## config.mk

```make
export PLATFORM = sky130hd
export DESIGN_NAME = wbTwoWayCache
export DESIGN_NICKNAME = d
export VERILOG_FILES = /design/src/rtl/wbCachePkg.sv /design/src/rtl/wbCacheWay.sv /design/src/rtl/wbCacheCtrl.sv /design/src/rtl/wbCacheDatapath.sv /design/src/rtl/wbTwoWayCache.sv
export SDC_FILE = /design/constraint.sdc
export NUM_CORES = 1
export LEC_CHECK = 0
export ABC_CLOCK_PERIOD_IN_PS = 20400
export BUFFER_PORTS_ARGS = -buffer_cell sky130_fd_sc_hd__buf_4
export CAP_MARGIN = 20
export CORE_MARGIN = 10
export CORE_UTILIZATION = 48
export CTS_CLUSTER_SIZE = 16
export DETAILED_ROUTE_END_ITERATION = 10
export PLACE_DENSITY = 0.68
export SLEW_MARGIN = 20
export SYNTH_ARGS = -nofsm -noshare
export SYNTH_HDL_FRONTEND = slang
export SYNTH_HIERARCHICAL = 1
export SYNTH_SLANG_ARGS = --single-unit
```

## constraint.sdc

```tcl
create_clock -name clk -period 20.4 [get_ports clk]
set_input_delay 4.08 -clock clk [delete_from_list [all_inputs] [get_ports clk]]
set_output_delay 4.08 -clock clk [all_outputs]
set_load 0.03 [all_outputs]
```

## src/rtl/wbCachePkg.sv

```systemverilog
package wbCachePkg;

  localparam int WORD_W = 32;

  typedef enum logic [1:0] {
    ST_IDLE,
    ST_LOOKUP,
    ST_WBACK,
    ST_FILL
  } cacheStateT;

  // strobes from control to datapath
  typedef struct packed {
    logic capture;     // latch the incoming request
    logic hitUpdate;   // hit: refresh age bit, merge store data
    logic pickVictim;  // miss: remember the chosen way
    logic fillLine;    // write fetched block into the victim way
    logic selWb;       // downstream address comes from the victim
  } cacheStrobeT;

  function automatic int sizeBytes(input logic [1:0] code);
    case (code)
      2'd0:    return 1;
      2'd1:    return 2;
      default: return 4;
    endcase
  endfunction

endpackage

```

## src/rtl/wbCacheWay.sv

```systemverilog
module wbCacheWay #(
  parameter int NUM_SETS = 4,
  parameter int IDX_W    = 2,
  parameter int TAG_W    = 7,
  parameter int BLK_W    = 64
) (
  input  logic             clk,
  input  logic             rstN,
  input  logic [IDX_W-1:0] idx,
  output logic             rdValid,
  output logic             rdDirty,
  output logic [TAG_W-1:0] rdTag,
  output logic [BLK_W-1:0] rdData,
  input  logic             wrEn,
  input  logic             wrDirty,
  input  logic [TAG_W-1:0] wrTag,
  input  logic [BLK_W-1:0] wrData
);

  logic [NUM_SETS-1:0] validQ;
  logic [NUM_SETS-1:0] dirtyQ;
  logic [TAG_W-1:0]    tagQ  [NUM_SETS];
  logic [BLK_W-1:0]    dataQ [NUM_SETS];

  always_ff @(posedge clk or negedge rstN) begin
    if (!rstN) begin
      validQ <= '0;
      dirtyQ <= '0;
    end else if (wrEn) begin
      validQ[idx] <= 1'b1;
      dirtyQ[idx] <= wrDirty;
    end
  end

  always_ff @(posedge clk) begin
    if (wrEn) begin
      tagQ[idx]  <= wrTag;
      dataQ[idx] <= wrData;
    end
  end

  assign rdValid = validQ[idx];
  assign rdDirty = dirtyQ[idx];
  assign rdTag   = tagQ[idx];
  assign rdData  = dataQ[idx];

endmodule

```

## src/rtl/wbCacheCtrl.sv

```systemverilog
module wbCacheCtrl
  import wbCachePkg::*;
(
  input  logic        clk,
  input  logic        rstN,
  input  logic        reqValid,
  output logic        reqReady,
  output logic        respValid,
  input  logic        hit,
  input  logic        victimDirty,
  output logic        memReqValid,
  output logic        memReqWrite,
  input  logic        memAck,
  output cacheStrobeT strobe
);

  cacheStateT stateQ, stateD;

  always_ff @(posedge clk or negedge rstN) begin
    if (!rstN) stateQ <= ST_IDLE;
    else       stateQ <= stateD;
  end

  always_comb begin
    stateD      = stateQ;
    strobe      = '0;
    reqReady    = 1'b0;
    respValid   = 1'b0;
    memReqValid = 1'b0;
    memReqWrite = 1'b0;
    case (stateQ)
      ST_IDLE: begin
        reqReady = 1'b1;
        if (reqValid) begin
          strobe.capture = 1'b1;
          stateD         = ST_LOOKUP;
        end
      end
      ST_LOOKUP: begin
        if (hit) begin
          respValid        = 1'b1;
          strobe.hitUpdate = 1'b1;
          stateD           = ST_IDLE;
        end else begin
          strobe.pickVictim = 1'b1;
          stateD            = victimDirty ? ST_WBACK : ST_FILL;
        end
      end
      ST_WBACK: begin
        memReqValid  = 1'b1;
        memReqWrite  = 1'b1;
        strobe.selWb = 1'b1;
        if (memAck) stateD = ST_FILL;
      end
      ST_FILL: begin
        memReqValid = 1'b1;
        if (memAck) begin
          strobe.fillLine = 1'b1;
          stateD          = ST_LOOKUP;
        end
      end
      default: stateD = ST_IDLE;
    endcase
  end

endmodule

```

## src/rtl/wbCacheDatapath.sv

```systemverilog
module wbCacheDatapath
  import wbCachePkg::*;
#(
  parameter int ADDR_W      = 12,
  parameter int NUM_SETS    = 4,
  parameter int BLOCK_BYTES = 8,
  localparam int OFF_W   = $clog2(BLOCK_BYTES),
  localparam int IDX_W   = $clog2(NUM_SETS),
  localparam int TAG_W   = ADDR_W - OFF_W - IDX_W,
  localparam int BLK_W   = 8 * BLOCK_BYTES,
  localparam int MADDR_W = ADDR_W - OFF_W
) (
  input  logic               clk,
  input  logic               rstN,
  input  cacheStrobeT        strobe,
  input  logic               reqStore,
  input  logic [ADDR_W-1:0]  reqAddr,
  input  logic [WORD_W-1:0]  reqWdata,
  input  logic [1:0]         reqSize,
  output logic               hit,
  output logic               victimDirty,
  output logic [WORD_W-1:0]  respRdata,
  output logic [MADDR_W-1:0] memReqAddr,
  output logic [BLK_W-1:0]   memWdata,
  input  logic [BLK_W-1:0]   memRdata
);

  logic              sStore;
  logic [ADDR_W-1:0] sAddr;
  logic [WORD_W-1:0] sWdata;
  logic [1:0]        sSize;

  always_ff @(posedge clk or negedge rstN) begin
    if (!rstN) begin
      sStore <= 1'b0;
      sAddr  <= '0;
      sWdata <= '0;
      sSize  <= '0;
    end else if (strobe.capture) begin
      sStore <= reqStore;
      sAddr  <= reqAddr;
      sWdata <= reqWdata;
      sSize  <= reqSize;
    end
  end

  logic [OFF_W-1:0] off;
  logic [IDX_W-1:0] idx;
  logic [TAG_W-1:0] tagIn;
  assign off   = sAddr[OFF_W-1:0];
  assign idx   = sAddr[OFF_W +: IDX_W];
  assign tagIn = sAddr[ADDR_W-1 -: TAG_W];

  logic             wayValid [2];
  logic             wayDirty [2];
  logic [TAG_W-1:0] wayTag   [2];
  logic [BLK_W-1:0] wayData  [2];
  logic [1:0]       wayWrEn;
  logic [1:0]       hitVec;
  logic             wrDirty;
  logic [BLK_W-1:0] wrData;
  logic [BLK_W-1:0] mergedBlk;
  logic [BLK_W-1:0] hitData;
  logic [NUM_SETS-1:0] lruQ;  // per set: way to evict next
  logic             victimQ;
  logic             victimNow;

  for (genvar w = 0; w < 2; w++) begin : g_way
    wbCacheWay #(
      .NUM_SETS(NUM_SETS), .IDX_W(IDX_W), .TAG_W(TAG_W), .BLK_W(BLK_W)
    ) u_way (
      .clk    (clk),
      .rstN   (rstN),
      .idx    (idx),
      .rdValid(wayValid[w]),
      .rdDirty(wayDirty[w]),
      .rdTag  (wayTag[w]),
      .rdData (wayData[w]),
      .wrEn   (wayWrEn[w]),
      .wrDirty(wrDirty),
      .wrTag  (tagIn),
      .wrData (wrData)
    );
    assign hitVec[w]  = wayValid[w] && (wayTag[w] == tagIn);
    assign wayWrEn[w] = (strobe.hitUpdate && sStore && hitVec[w]) ||
                        (strobe.fillLine && (victimQ == 1'(w)));
  end

  assign hit     = |hitVec;
  assign hitData = hitVec[1] ? wayData[1] : wayData[0];

  // invalid ways first (way 0 before way 1), then the older way
  assign victimNow   = !wayValid[0] ? 1'b0 : (!wayValid[1] ? 1'b1 : lruQ[idx]);
  assign victimDirty = wayValid[victimNow] && wayDirty[victimNow];

  always_ff @(posedge clk or negedge rstN) begin
    if (!rstN) begin
      victimQ <= 1'b0;
      lruQ    <= '0;
    end else begin
      if (strobe.pickVictim) victimQ <= victimNow;
      if (strobe.hitUpdate)  lruQ[idx] <= ~hitVec[1];
    end
  end

  always_comb begin
    int nb;
    nb        = sizeBytes(sSize);
    mergedBlk = hitData;
    for (int b = 0; b < BLOCK_BYTES; b++) begin
      if (b >= int'(off) && b < int'(off) + nb)
        mergedBlk[8*b +: 8] = 8'(sWdata >> (8 * (b - int'(off))));
    end
  end

  assign wrDirty = strobe.hitUpdate;
  assign wrData  = strobe.fillLine ? memRdata : mergedBlk;

  always_comb begin
    logic [BLK_W-1:0]  shiftedBlk;
    logic [WORD_W-1:0] loadMask;
    shiftedBlk = hitData >> {off, 3'b000};
    case (sSize)
      2'd0:    loadMask = 32'h0000_00FF;
      2'd1:    loadMask = 32'h0000_FFFF;
      default: loadMask = 32'hFFFF_FFFF;
    endcase
    respRdata = shiftedBlk[WORD_W-1:0] & loadMask;
  end

  assign memReqAddr = strobe.selWb ? {wayTag[victimQ], idx} : {tagIn, idx};
  assign memWdata   = wayData[victimQ];

endmodule

```

## src/rtl/wbTwoWayCache.sv

```systemverilog
module wbTwoWayCache
  import wbCachePkg::*;
#(
  parameter int ADDR_W      = 12,
  parameter int NUM_SETS    = 4,
  parameter int BLOCK_BYTES = 8,
  localparam int OFF_W   = $clog2(BLOCK_BYTES),
  localparam int BLK_W   = 8 * BLOCK_BYTES,
  localparam int MADDR_W = ADDR_W - OFF_W
) (
  input  logic               clk,
  input  logic               rstN,
  input  logic               reqValid,
  output logic               reqReady,
  input  logic               reqStore,
  input  logic [ADDR_W-1:0]  reqAddr,
  input  logic [WORD_W-1:0]  reqWdata,
  input  logic [1:0]         reqSize,
  output logic               respValid,
  output logic [WORD_W-1:0]  respRdata,
  output logic               memReqValid,
  output logic               memReqWrite,
  output logic [MADDR_W-1:0] memReqAddr,
  output logic [BLK_W-1:0]   memWdata,
  input  logic               memAck,
  input  logic [BLK_W-1:0]   memRdata
);

  cacheStrobeT strobe;
  logic        hit;
  logic        victimDirty;

  wbCacheCtrl u_ctrl (
    .clk        (clk),
    .rstN       (rstN),
    .reqValid   (reqValid),
    .reqReady   (reqReady),
    .respValid  (respValid),
    .hit        (hit),
    .victimDirty(victimDirty),
    .memReqValid(memReqValid),
    .memReqWrite(memReqWrite),
    .memAck     (memAck),
    .strobe     (strobe)
  );

  wbCacheDatapath #(
    .ADDR_W(ADDR_W), .NUM_SETS(NUM_SETS), .BLOCK_BYTES(BLOCK_BYTES)
  ) u_dp (
    .clk        (clk),
    .rstN       (rstN),
    .strobe     (strobe),
    .reqStore   (reqStore),
    .reqAddr    (reqAddr),
    .reqWdata   (reqWdata),
    .reqSize    (reqSize),
    .hit        (hit),
    .victimDirty(victimDirty),
    .respRdata  (respRdata),
    .memReqAddr (memReqAddr),
    .memWdata   (memWdata),
    .memRdata   (memRdata)
  );

endmodule

```

-- After elaboration in Yosys (flattened, before gate mapping)
Memory sizes are Yosys's and may differ from the RTL's.
Index checks and enable logic that the tools add are counted.
- memory bits (read-only): 0
- bits of input ports: 115
- latch bits: 0
- output and inout bits: 109
- flip-flop bits (word level): 70
- RAM bits: 568
- logic and storage cells: 154
- memories: 4
- memories (memory ; words ; width ; read ports ; clocked after memory_dff ; write ports ; RTL line ; RTL):
    u_dp.g_way[0].u_way.dataQ ; 4 ; 64 ; 1 ; 0 ; 1 ; wbCacheWay.sv:23 ; logic [BLK_W-1:0] dataQ [NUM_SETS];
    u_dp.g_way[1].u_way.dataQ ; 4 ; 64 ; 1 ; 0 ; 1 ; wbCacheWay.sv:23 ;
    u_dp.g_way[0].u_way.tagQ ; 4 ; 7 ; 1 ; 0 ; 1 ; wbCacheWay.sv:22 ; logic [TAG_W-1:0] tagQ [NUM_SETS];
    u_dp.g_way[1].u_way.tagQ ; 4 ; 7 ; 1 ; 0 ; 1 ; wbCacheWay.sv:22 ;
- multiply operators: 0
- magnitude comparators: 19
- eq/ne operators: 9
- shifts and indexed selects: 9
- muxes and demuxes: 63
- bitwise logic cells: 7
- $add $sub $neg: 9
- div/mod/pow operators: 0
- reductions and logical operators: 23
- operators with widths (kind ; number):
    2-to-1 mux 64 bit ; 5
    right shift 32 x 32 -> 8 bit ; 8
    < comparator 4 x 32 -> 1 bit, first input constant ; 4
    < comparator 3 x 32 -> 1 bit, first input constant ; 2
    2-to-1 mux 8 bit ; 8
    one-hot mux 32 bit (2 select lines) ; 1
    right shift 64 x 6 -> 32 bit ; 1
    bitwise AND 32 bit ; 1
    < comparator 1 x 32 -> 1 bit, first input constant ; 1
    < comparator 2 x 32 -> 1 bit, first input constant ; 1
    2-to-1 mux 1 bit ; 29
    2-to-1 mux 7 bit ; 3
    logical AND 1 bit ; 16
    subtractor 3 x 3 -> 4 bit, first input constant ; 4
    == test 7 bit ; 2
    bitwise mux 4 bit ; 3
    binary-select mux 1 bit (select 2 bit) ; 5
    2-to-1 mux 2 bit ; 5
    >= comparator 3 bit, first input constant ; 3
    2-to-1 mux 9 bit ; 1
    bitwise OR 4 bit ; 2
    one-hot mux 2 bit (4 select lines) ; 1
    subtractor 1 x 3 -> 4 bit, first input constant ; 2
    subtractor 2 x 3 -> 4 bit, first input constant ; 2
    other kinds (17) ; 29

-- Logic depth before layout (Yosys ltp)
Gate-level depths: netlist of the first run.
- word-level depth: 12
- mapped depth: 16
- gate-level depth less buffers: 10

-- Hierarchy
The synthesis of the first run kept the hierarchy.
- modules (own cells, without submodules) (module ; seq. area each (um2) ; cells an instance ; area an instance (um2) ; times used):
    wbCacheWay (u_dp.g_way[1].u_way) ; 8728.4 ; 396 ; 10635.2 ; 1
    wbCacheWay (u_dp.g_way[0].u_way) ; 8728.4 ; 396 ; 10622.7 ; 1
    wbCacheDatapath ; 1301.2 ; 980 ; 8822.2 ; 1
    wbCacheCtrl ; 50.0 ; 25 ; 229.0 ; 1

-- Worst setup path before layout of the first run
OpenSTA, ideal clock, no wires.
- path type: in2reg
- start point: input port memAck
- end point: register u_dp.g_way[1].u_way.dirtyQ[0]
- path buffers: 2
- library setup time: 0.125 ns
- arrival time: 8.495 ns
- path slack: 11.780 ns
- required time: 20.275 ns
- stages on the path: 7
- cell sequence: and2_1 -> buf_1 -> clkbuf_1 -> nand2_1 -> o21ai_0 -> nor3b_2 -> mux2_2
- word-level cells in the longest chain between the ends: 4
- ends and longest elaborated chain (item ; RTL line ; RTL):
    start: declaration ; wbTwoWayCache.sv:25 ; input logic memAck,
    2-to-1 mux 1 bit ; wbCacheCtrl.sv:57 ; if (memAck) begin
    2-to-1 mux 1 bit ; wbCacheCtrl.sv:31 ; case (stateQ)
    logical AND 1 bit ; wbCacheDatapath.sv:86 ; (strobe.fillLine && (victimQ == 1'(w)));
    logical OR 1 bit ; wbCacheDatapath.sv:85 ; assign wayWrEn[w] = (strobe.hitUpdate && sStore && hitVec[w]) ||
    named net u_dp.wayWrEn[1] ; wbCacheDatapath.sv:58 ; logic [1:0] wayWrEn;
    end signal: indexed assignment ; wbCacheWay.sv:31 ; dirtyQ[idx] <= wrDirty;
    end: declaration ; wbCacheWay.sv:21 ; logic [NUM_SETS-1:0] dirtyQ;
The timed path passes the listed nets, and every way through them passes these cells.
A chain may end at the register's enable or synchronous reset.

==> metrics.txt, run 1 <==
outcome=finished, final reports clean; hpwl dp=64,970 um; Sum Neg Setup Slack=0 ns; Clock Tree Root=clkbuf_16; CP most frequent cell=buf_4; Die Span X=271.3 um; worst path required time=16.32 ns; Initial Util=48.22%; Detail Route Antenna Nets=0; Rel. slew slack=8.622%; area delta synth->final=15.34%; Post-Syn Nets=1,934; number of global-route vias before repair=18,970; cell row count=92; CP max FO=85; Worst Setup SP=u_dp/sAddr[3]$_DFFE_PN0P_; Detailed Route WL=95,890 um; yosys warns=6; highest clock rate=88.82 MHz; Setup Crit Path Kind=reg -> out; dominant synthesized flop cell=edfxtp_1; clk_lat worst skew=0.62 ns; WL/cell=33.05 um; Final WS setup=9.141 ns; Post-CTS Setup Bufs=0; Placement Setup Slack=9.854 ns; Hold Vio Cnt, Final=0; CTS tree=done; Yosys cell types=66; H-Tree Depth=3; Synth Register Bits=638; DRC Markers=0; Max Buffers Root-to-Sink=3; max-slew violation count=0; post-layout util=55.62%; Mapped Cells=1,797; unrepaired setup endpoints after global routing=false; CTS Hold Bufs=0; gr ovfl total=0; largest net degree at the start of global routing=86; synth cell count leaders=568 x edfxtp_1, 203 x mux4_2, 171 x mux2_2, 119 x nand2_1; crit-path max cell delay=0.91 ns; Synth top area share=56.27%; Antenna Diode Count=0; Worst Tran Pin Value=1.371 ns; Max-Cap Viols=0; DR vias=19,080; Cell Area, Synth=0.03031 sq mm; DR iter-0 viols=2,946; Synth Area per Inst=16.87 sq um; Die Ht=271.3 um; fin crit period=11.26 ns; Reg2Reg Depth=13; Final GP Congestion=1.035; router iterations before antenna repair=8; Startpoint Class=flip-flop; async set or reset register ratio after synthesis=10.97%; Clock Pin Slew Worst Setup and Hold Paths=0.06 ns; Setup crit end kind=output pin; final hold slack=0.4672 ns; # fillers=4,974; top cells by area, synth=edfxtp_1 56%, mux4_2 15%, mux2_2 6.4%, dfrtp_1 5.8%, mux2i_1 2.3%; count of final setup violators=0; layout cell share with drive strength beyond 1=37.52%; critical path's slowest cell=dfrtp_4; cell taking the most area after synthesis=edfxtp_1; crit path to=respRdata[6]; GRT Overall Usage=25.57%; port bufs=223; final net count=2,139; worst r2r src=u_dp/sAddr[3]$_DFFE_PN0P_; Min-Delay Path Class=reg -> reg; vias per cell=6.577; RR Endpoint=u_dp/g_way[1].u_way/tagQ[1][5]$_DFFE_PP_; CP Cell Sequence=buf_12, mux4_2, xor2_1, or4_4, nor2_8, buf_4, buf_4, mux4_2, a222oi_1, nand2_1, buf_4; number of flops mapped to enable cells by yosys=568; Clock Skew=0.02213 ns; worst reg2reg setup slack=13.47 ns; period utilisation layout=55.19%; Die ar.=0.07360 sq mm; first-pass GRT wire length=137,500 um; total core area=0.06285 sq mm; cts bufs inserted=68; CTS Sinks=638; initial antenna violation count=1; Seq/Total Area, Yosys=62.05%; # resized after CTS=0; top-count cell post-synth=edfxtp_1; io pins=224; critical path arrival=7.18 ns
==> cells by family after synthesis <==
logic type | synth area share, %
buffers and inverters | 2.943
flip-flops | 62.05
XOR/XNOR | 0.4045
multiplexers | 23.75
AND/OR/NAND/NOR | 4.475
adder cells (fa/ha/maj) | 0.9330
AO/OA/AOI/OAI | 5.441
==> per-layer routing <==
metal	vias to the layer above	GRT usage (%)	part of all wire (%)
met5	-	0	0.030
met4	2	9.430	4.1
met3	234	7.755	12
met2	1271	39.78	47
met1	9854	33.61	38
li1	7719	-	-
==> flip-flops by register name, summed over array words and instances (netlist names), 2 cells and up <==
signal / flops
u_dp/g_way.u_way/dirtyQ: 8
u_dp/g_way.u_way/dataQ: 512
u_dp/sSize: 2
u_dp/sAddr: 12
u_dp/lruQ: 4
u_dp/g_way.u_way/validQ: 8
u_dp/g_way.u_way/tagQ: 56
u_dp/sWdata: 32
u_ctrl/stateQ: 2
==> worst max-delay path, delay by kind of cell, from the launching register on <==
kind | cells | cell delay [ns]
AOI/OAI and AO/OA | 1 | 0.80
and+or+nand+nor | 3 | 1.01
muxes | 2 | 1.23
xor gates and xnor gates | 1 | 0.20
buffers and inverters | 4 | 2.25
DFF | 1 | 0.91
==> how the worst min path moves through the flow <==
stage | start | to | slack (ns) | cells after the start
after floorplan | u_dp/g_way[0].u_way/validQ[1]$_DFFE_PN0P_ | u_dp/g_way[0].u_way/validQ[1]$_DFFE_PN0P_ | 0.43 | 1
after global placement | u_dp/g_way[1].u_way/validQ[3]$_DFFE_PN0P_ | u_dp/g_way[1].u_way/validQ[3]$_DFFE_PN0P_ | 0.45 | 1
after detailed placement | u_dp/g_way[0].u_way/validQ[0]$_DFFE_PN0P_ | u_dp/g_way[0].u_way/validQ[0]$_DFFE_PN0P_ | 0.45 | 1
after CTS | u_dp/g_way[0].u_way/validQ[3]$_DFFE_PN0P_ | u_dp/g_way[0].u_way/validQ[3]$_DFFE_PN0P_ | 0.47 | 1
after global routing | u_dp/g_way[1].u_way/validQ[0]$_DFFE_PN0P_ | u_dp/g_way[1].u_way/validQ[0]$_DFFE_PN0P_ | 0.48 | 1
final | u_dp/g_way[1].u_way/validQ[0]$_DFFE_PN0P_ | u_dp/g_way[1].u_way/validQ[0]$_DFFE_PN0P_ | 0.47 | 1
==> cell type report <==
type / count / area, sq um / share of cell area [%]
Clock inverter: 34 / 325.3 / 0.9306
Sequential cell: 638 / 18820 / 53.84
Tap cell: 846 / 1059 / 3.028
Clock buffer: 89 / 1924 / 5.505
Inverter: 55 / 211.5 / 0.6049
Multi-Input combinational cell: 982 / 10680 / 30.54
Timing Repair Buffer: 257 / 1942 / 5.555
==> stage by stage <==
| stage | cells | instance area, sq um |
|---|---|---|
| 2_1_floorplan | 1797 | 30310 |
| 3_3_place_gp | 2778 | 32690 |
| 3_5_place_dp | 2778 | 32690 |
| 4_1_cts | 2901 | 34940 |
| 5_1_grt | 2901 | 34960 |
| 6_report | 2901 | 34960 |
==> cells in the final DEF, fill, tap and decap left out, types with 9 or more instances in the layout <==
master,n
clkinv_2,11
edfxtp_1,568
a211oi_1,23
nand3_1,10
xor2_1,10
nor3_1,10
inv_1,48
a22oi_1,13
o21ai_0,26
nand2_1,119
and3_1,9
nor3b_1,17
clkinv_1,10
mux2i_1,70
a222oi_1,14
clkbuf_1,10
a21oi_1,59
a221oi_1,27
nor2_1,40
clkbuf_16,71
a221o_1,15
a31oi_1,9
nand2b_1,16
ha_1,20
mux4_2,203
o22ai_1,14
mux2_2,171
buf_4,256
dfrtp_1,66
Power of run 1 is not shown: default switching activity piles up to over one toggle a cycle in this logic, so the estimate is an artifact.
==> run 2: changes to the inputs <==
- ABC_AREA: not set -> 1
- ABC_CLOCK_PERIOD_IN_PS: 20400 -> 11010
- clock period: 20.4 -> 11.01 ns (I/O delays scaled with it)
==> metrics.txt, run 2 <==
outcome=finished, final reports clean; number of flops mapped to enable cells by yosys=568 (unchanged); Clock Skew=0.02562 ns (+0.003499 ns); gr ovfl total=0 (unchanged); Worst Setup SP=u_dp/sAddr[3]$_DFFE_PN0P_; largest net degree at the start of global routing=94 (+9.3%); worst r2r src=u_dp/sAddr[3]$_DFFE_PN0P_; Seq/Total Area, Yosys=58.10% (-4.0 points); critical path's slowest cell=buf_4; Hold Vio Cnt, Final=0 (unchanged); count of final setup violators=0 (unchanged); highest clock rate=122.3 MHz; CTS Sinks=638 (unchanged); async set or reset register ratio after synthesis=10.97% (unchanged); CP delay by family, top=buffers and inverters; fin crit period=8.175 ns; Worst Path Buf+Inv=5 (+1); leading cell type in the layout, fill and taps excluded=nand2_1; Synth top area share=52.69% (-3.6 points); io pins=224 (unchanged); Post-Syn Nets=3,902 (+100%); Synth Area per Inst=8.599 sq um (-49%); DR iter-0 viols=3,337 (+13%); Setup crit end kind=output pin; most frequent cells in the layout=1,940 x nand2_1, 568 x edfxtp_1, 276 x nand3_1; layout cell share with drive strength beyond 1=11.16% (-26 points); Initial Util=48.29% (+0.066 points); crit-path max cell delay=0.79 ns (-0.12 ns); Yosys cell types=47 (-29%); Max Buffers Root-to-Sink=3 (unchanged); top flop regs=u_dp/g_way.u_way/dataQ (512), u_dp/g_way.u_way/tagQ (56), u_dp/sWdata (32); number of global-route vias before repair=24,550 (+29%); final net count=4,019 (+88%); multi-input logic area=0.01171 sq mm (+9.6%); Clock Pin Slew Worst Setup and Hold Paths=0.06 ns (about the same); Die Ht=279.7 um (+3.1%); largest register by flop count=u_dp/g_way.u_way/dataQ; Detail Route Antenna Nets=0 (unchanged); Detailed Route WL=110,400 um (+15%); CP Cell Sequence=buf_4, buf_4, nand2_1, nand2_1, nand2_1, nand2_1, nand2_1, nand2_1, nand2_1, nor2_4, buf_4, nand2_4, buf_4, nand2_1, nand2_1, o21ai_0, nor2_1, nor2_1, buf_4; cell row count=95 (+3.3%); worst reg2reg setup slack=3.99 ns (-9.48 ns); router iterations before antenna repair=6 (-2); H-Tree Depth=3 (unchanged); hpwl dp=72,940 um (+12%); clk_lat worst skew=0.62 ns (about the same); Post-CTS Setup Bufs=0 (unchanged); Sum Neg Setup Slack=0 ns (unchanged); port bufs=223 (unchanged); RR Endpoint=u_dp/g_way[1].u_way/dataQ[3][25]$_DFFE_PP_; period utilisation layout=74.25%; Final GP Congestion=0.9960 (-3.8%); Antenna Diode Count=0 (unchanged); Die Span X=279.7 um (+3.1%); DRC Markers=0 (unchanged); initial antenna violation count=2 (+1); Hold EP=u_dp/g_way[1].u_way/validQ[2]$_DFFE_PN0P_; unrepaired setup endpoints after global routing=false; CP max FO=78 (-8.2%); area delta synth->final=12.55%; max reg flops=512 (unchanged); worst path required time=8.81 ns (-7.51 ns); Startpoint Class=flip-flop; Mapped Cells=3,765 (+110%); worst hold stages=2 (+1); Max-Cap Viols=0 (unchanged); first-pass GRT wire length=160,600 um (+17%); CTS tree=done; Cell Area, Synth=0.03237 sq mm (+6.8%); dominant synthesized flop cell=edfxtp_1; CTS Hold Bufs=0 (unchanged); cts bufs inserted=68 (unchanged); DR vias=26,890 (+41%); Reg2Reg Depth=20 (+7); hold path start=u_dp/g_way[1].u_way/validQ[2]$_DFFE_PN0P_; Synth Register Bits=638 (unchanged); WL/cell=22.97 um (-31%); GRT Overall Usage=27.50% (+1.9 points); synth cell count leaders=1,940 x nand2_1, 568 x edfxtp_1, 276 x nand3_1, 181 x o21ai_0, 160 x inv_1; top-count cell post-synth=nand2_1; total core area=0.06704 sq mm (+6.7%); Worst Tran Pin Value=1.112 ns (-0.2584 ns); cell taking the most area after synthesis=edfxtp_1; # fillers=6,075 (+22%); yosys warns=6 (unchanged); vias per cell=5.595 (-15%); CP most frequent cell=nand2_1; Clock Tree Root=clkbuf_16; register area=0.01882 sq mm (about the same); max-slew violation count=0 (unchanged); Setup Crit Path Kind=reg -> out; top cells by area, synth=edfxtp_1 53%, nand2_1 22%, dfrtp_1 5.4%, nand3_1 4.3%, o21ai_0 2.8%; # resized after CTS=0 (unchanged); Min-Delay Path Class=reg -> reg; Die ar.=0.07823 sq mm (+6.3%); critical path arrival=5.97 ns (-1.21 ns); Rel. slew slack=25.58% (+17 points)
==> run 2: changes by cell type in the layout (fill, tap and decap cells not counted), sizes merged, moves of 16 or more <==
cell    change
a211oi     -23
a221oi     -27
inv       +112
mux2      -168
mux2i      -70
mux4      -203
nand2    +1847
nand2b     -16
nand3     +271
nor2       +72
nor3b      -19
o21ai     +177
==> run 2: cells by family (layout without fill, tap and decap cells) <==
kind of cell,Yosys count,count (layout),synth area share [%]
AND/OR/NAND/NOR,2385,2385,29.30
flip-flops,638,638,58.10
buffers and inverters,388,557,5.743
AO/OA/AOI/OAI,325,325,5.770
adder cells (fa/ha/maj),22,22,0.8735
XOR/XNOR,4,4,0.1082
multiplexers,3,3,0.1043
==> run 2: worst max path at each step <==
stage	end	slack, ns	cells after the start
after global routing	respRdata[20]	2.48	21
after floorplan	u_dp/g_way[1].u_way/dataQ[3][0]$_DFFE_PP_	6.05	7
after detailed placement	respRdata[1]	3.53	21
final	respRdata[20]	2.83	19
after CTS	respRdata[1]	2.86	19
after global placement	respRdata[1]	3.54	21
==> run 2: worst reg2reg max path: stages (launching register included) <==
cell      delay, ns
dfrtp_4        0.57
buf_4          0.57
buf_4          0.80
nand2_1        0.14
nand2_1        0.10
nand2_1        0.05
nand2_1        0.12
nand2_1        0.06
nand2_1        0.07
nand2_1        0.08
nor2_4         0.10
buf_4          0.54
nand2_4        0.23
nand2_1        0.21
nand2_1        0.07
inv_1          0.37
nand2_1        0.22
o22ai_1        0.53
nand3_1        0.27
clkinv_2       0.64
buf_4          0.80
==> run 2: through the flow <==
stage          hold WS (ns)  cell area (sq um)  util (%)  setup WS (ns)  std cells
4_1_cts              0.4661              36440     54.35          2.859       4807
3_5_place_dp         0.4513              34230     51.07          3.525       4685
5_1_grt              0.4990              36440     54.35          2.475       4807
3_3_place_gp         0.4465              34230     51.07          3.536       4685
2_1_floorplan        0.4345              32370         -          6.047       3765
6_report             0.4671              36440     54.35          2.835       4807
==> run 2: metal layers <==
| layer | global-route usage [%] | vias to the layer above | wire length, um |
|---|---|---|---|
| li1 | - | 12570 | - |
| met1 | 37.23 | 12710 | 45050 |
| met2 | 43.92 | 1426 | 51000 |
| met3 | 4.543 | 187 | 10290 |
| met4 | 10.44 | 4 | 4021 |
| met5 | 0 | - | 29 |
==> run 2: cell type report <==
| class | count | share of cell area (%) |
|---|---|---|
| Tap cell | 873 | 2.998 |
| Clock buffer | 88 | 5.161 |
| Inverter | 179 | 1.892 |
| Timing Repair Buffer | 256 | 5.275 |
| Clock inverter | 34 | 0.8825 |
| Sequential cell | 638 | 51.66 |
| Multi-Input combinational cell | 2739 | 32.13 |
Power of run 2 is left out for the same reason.
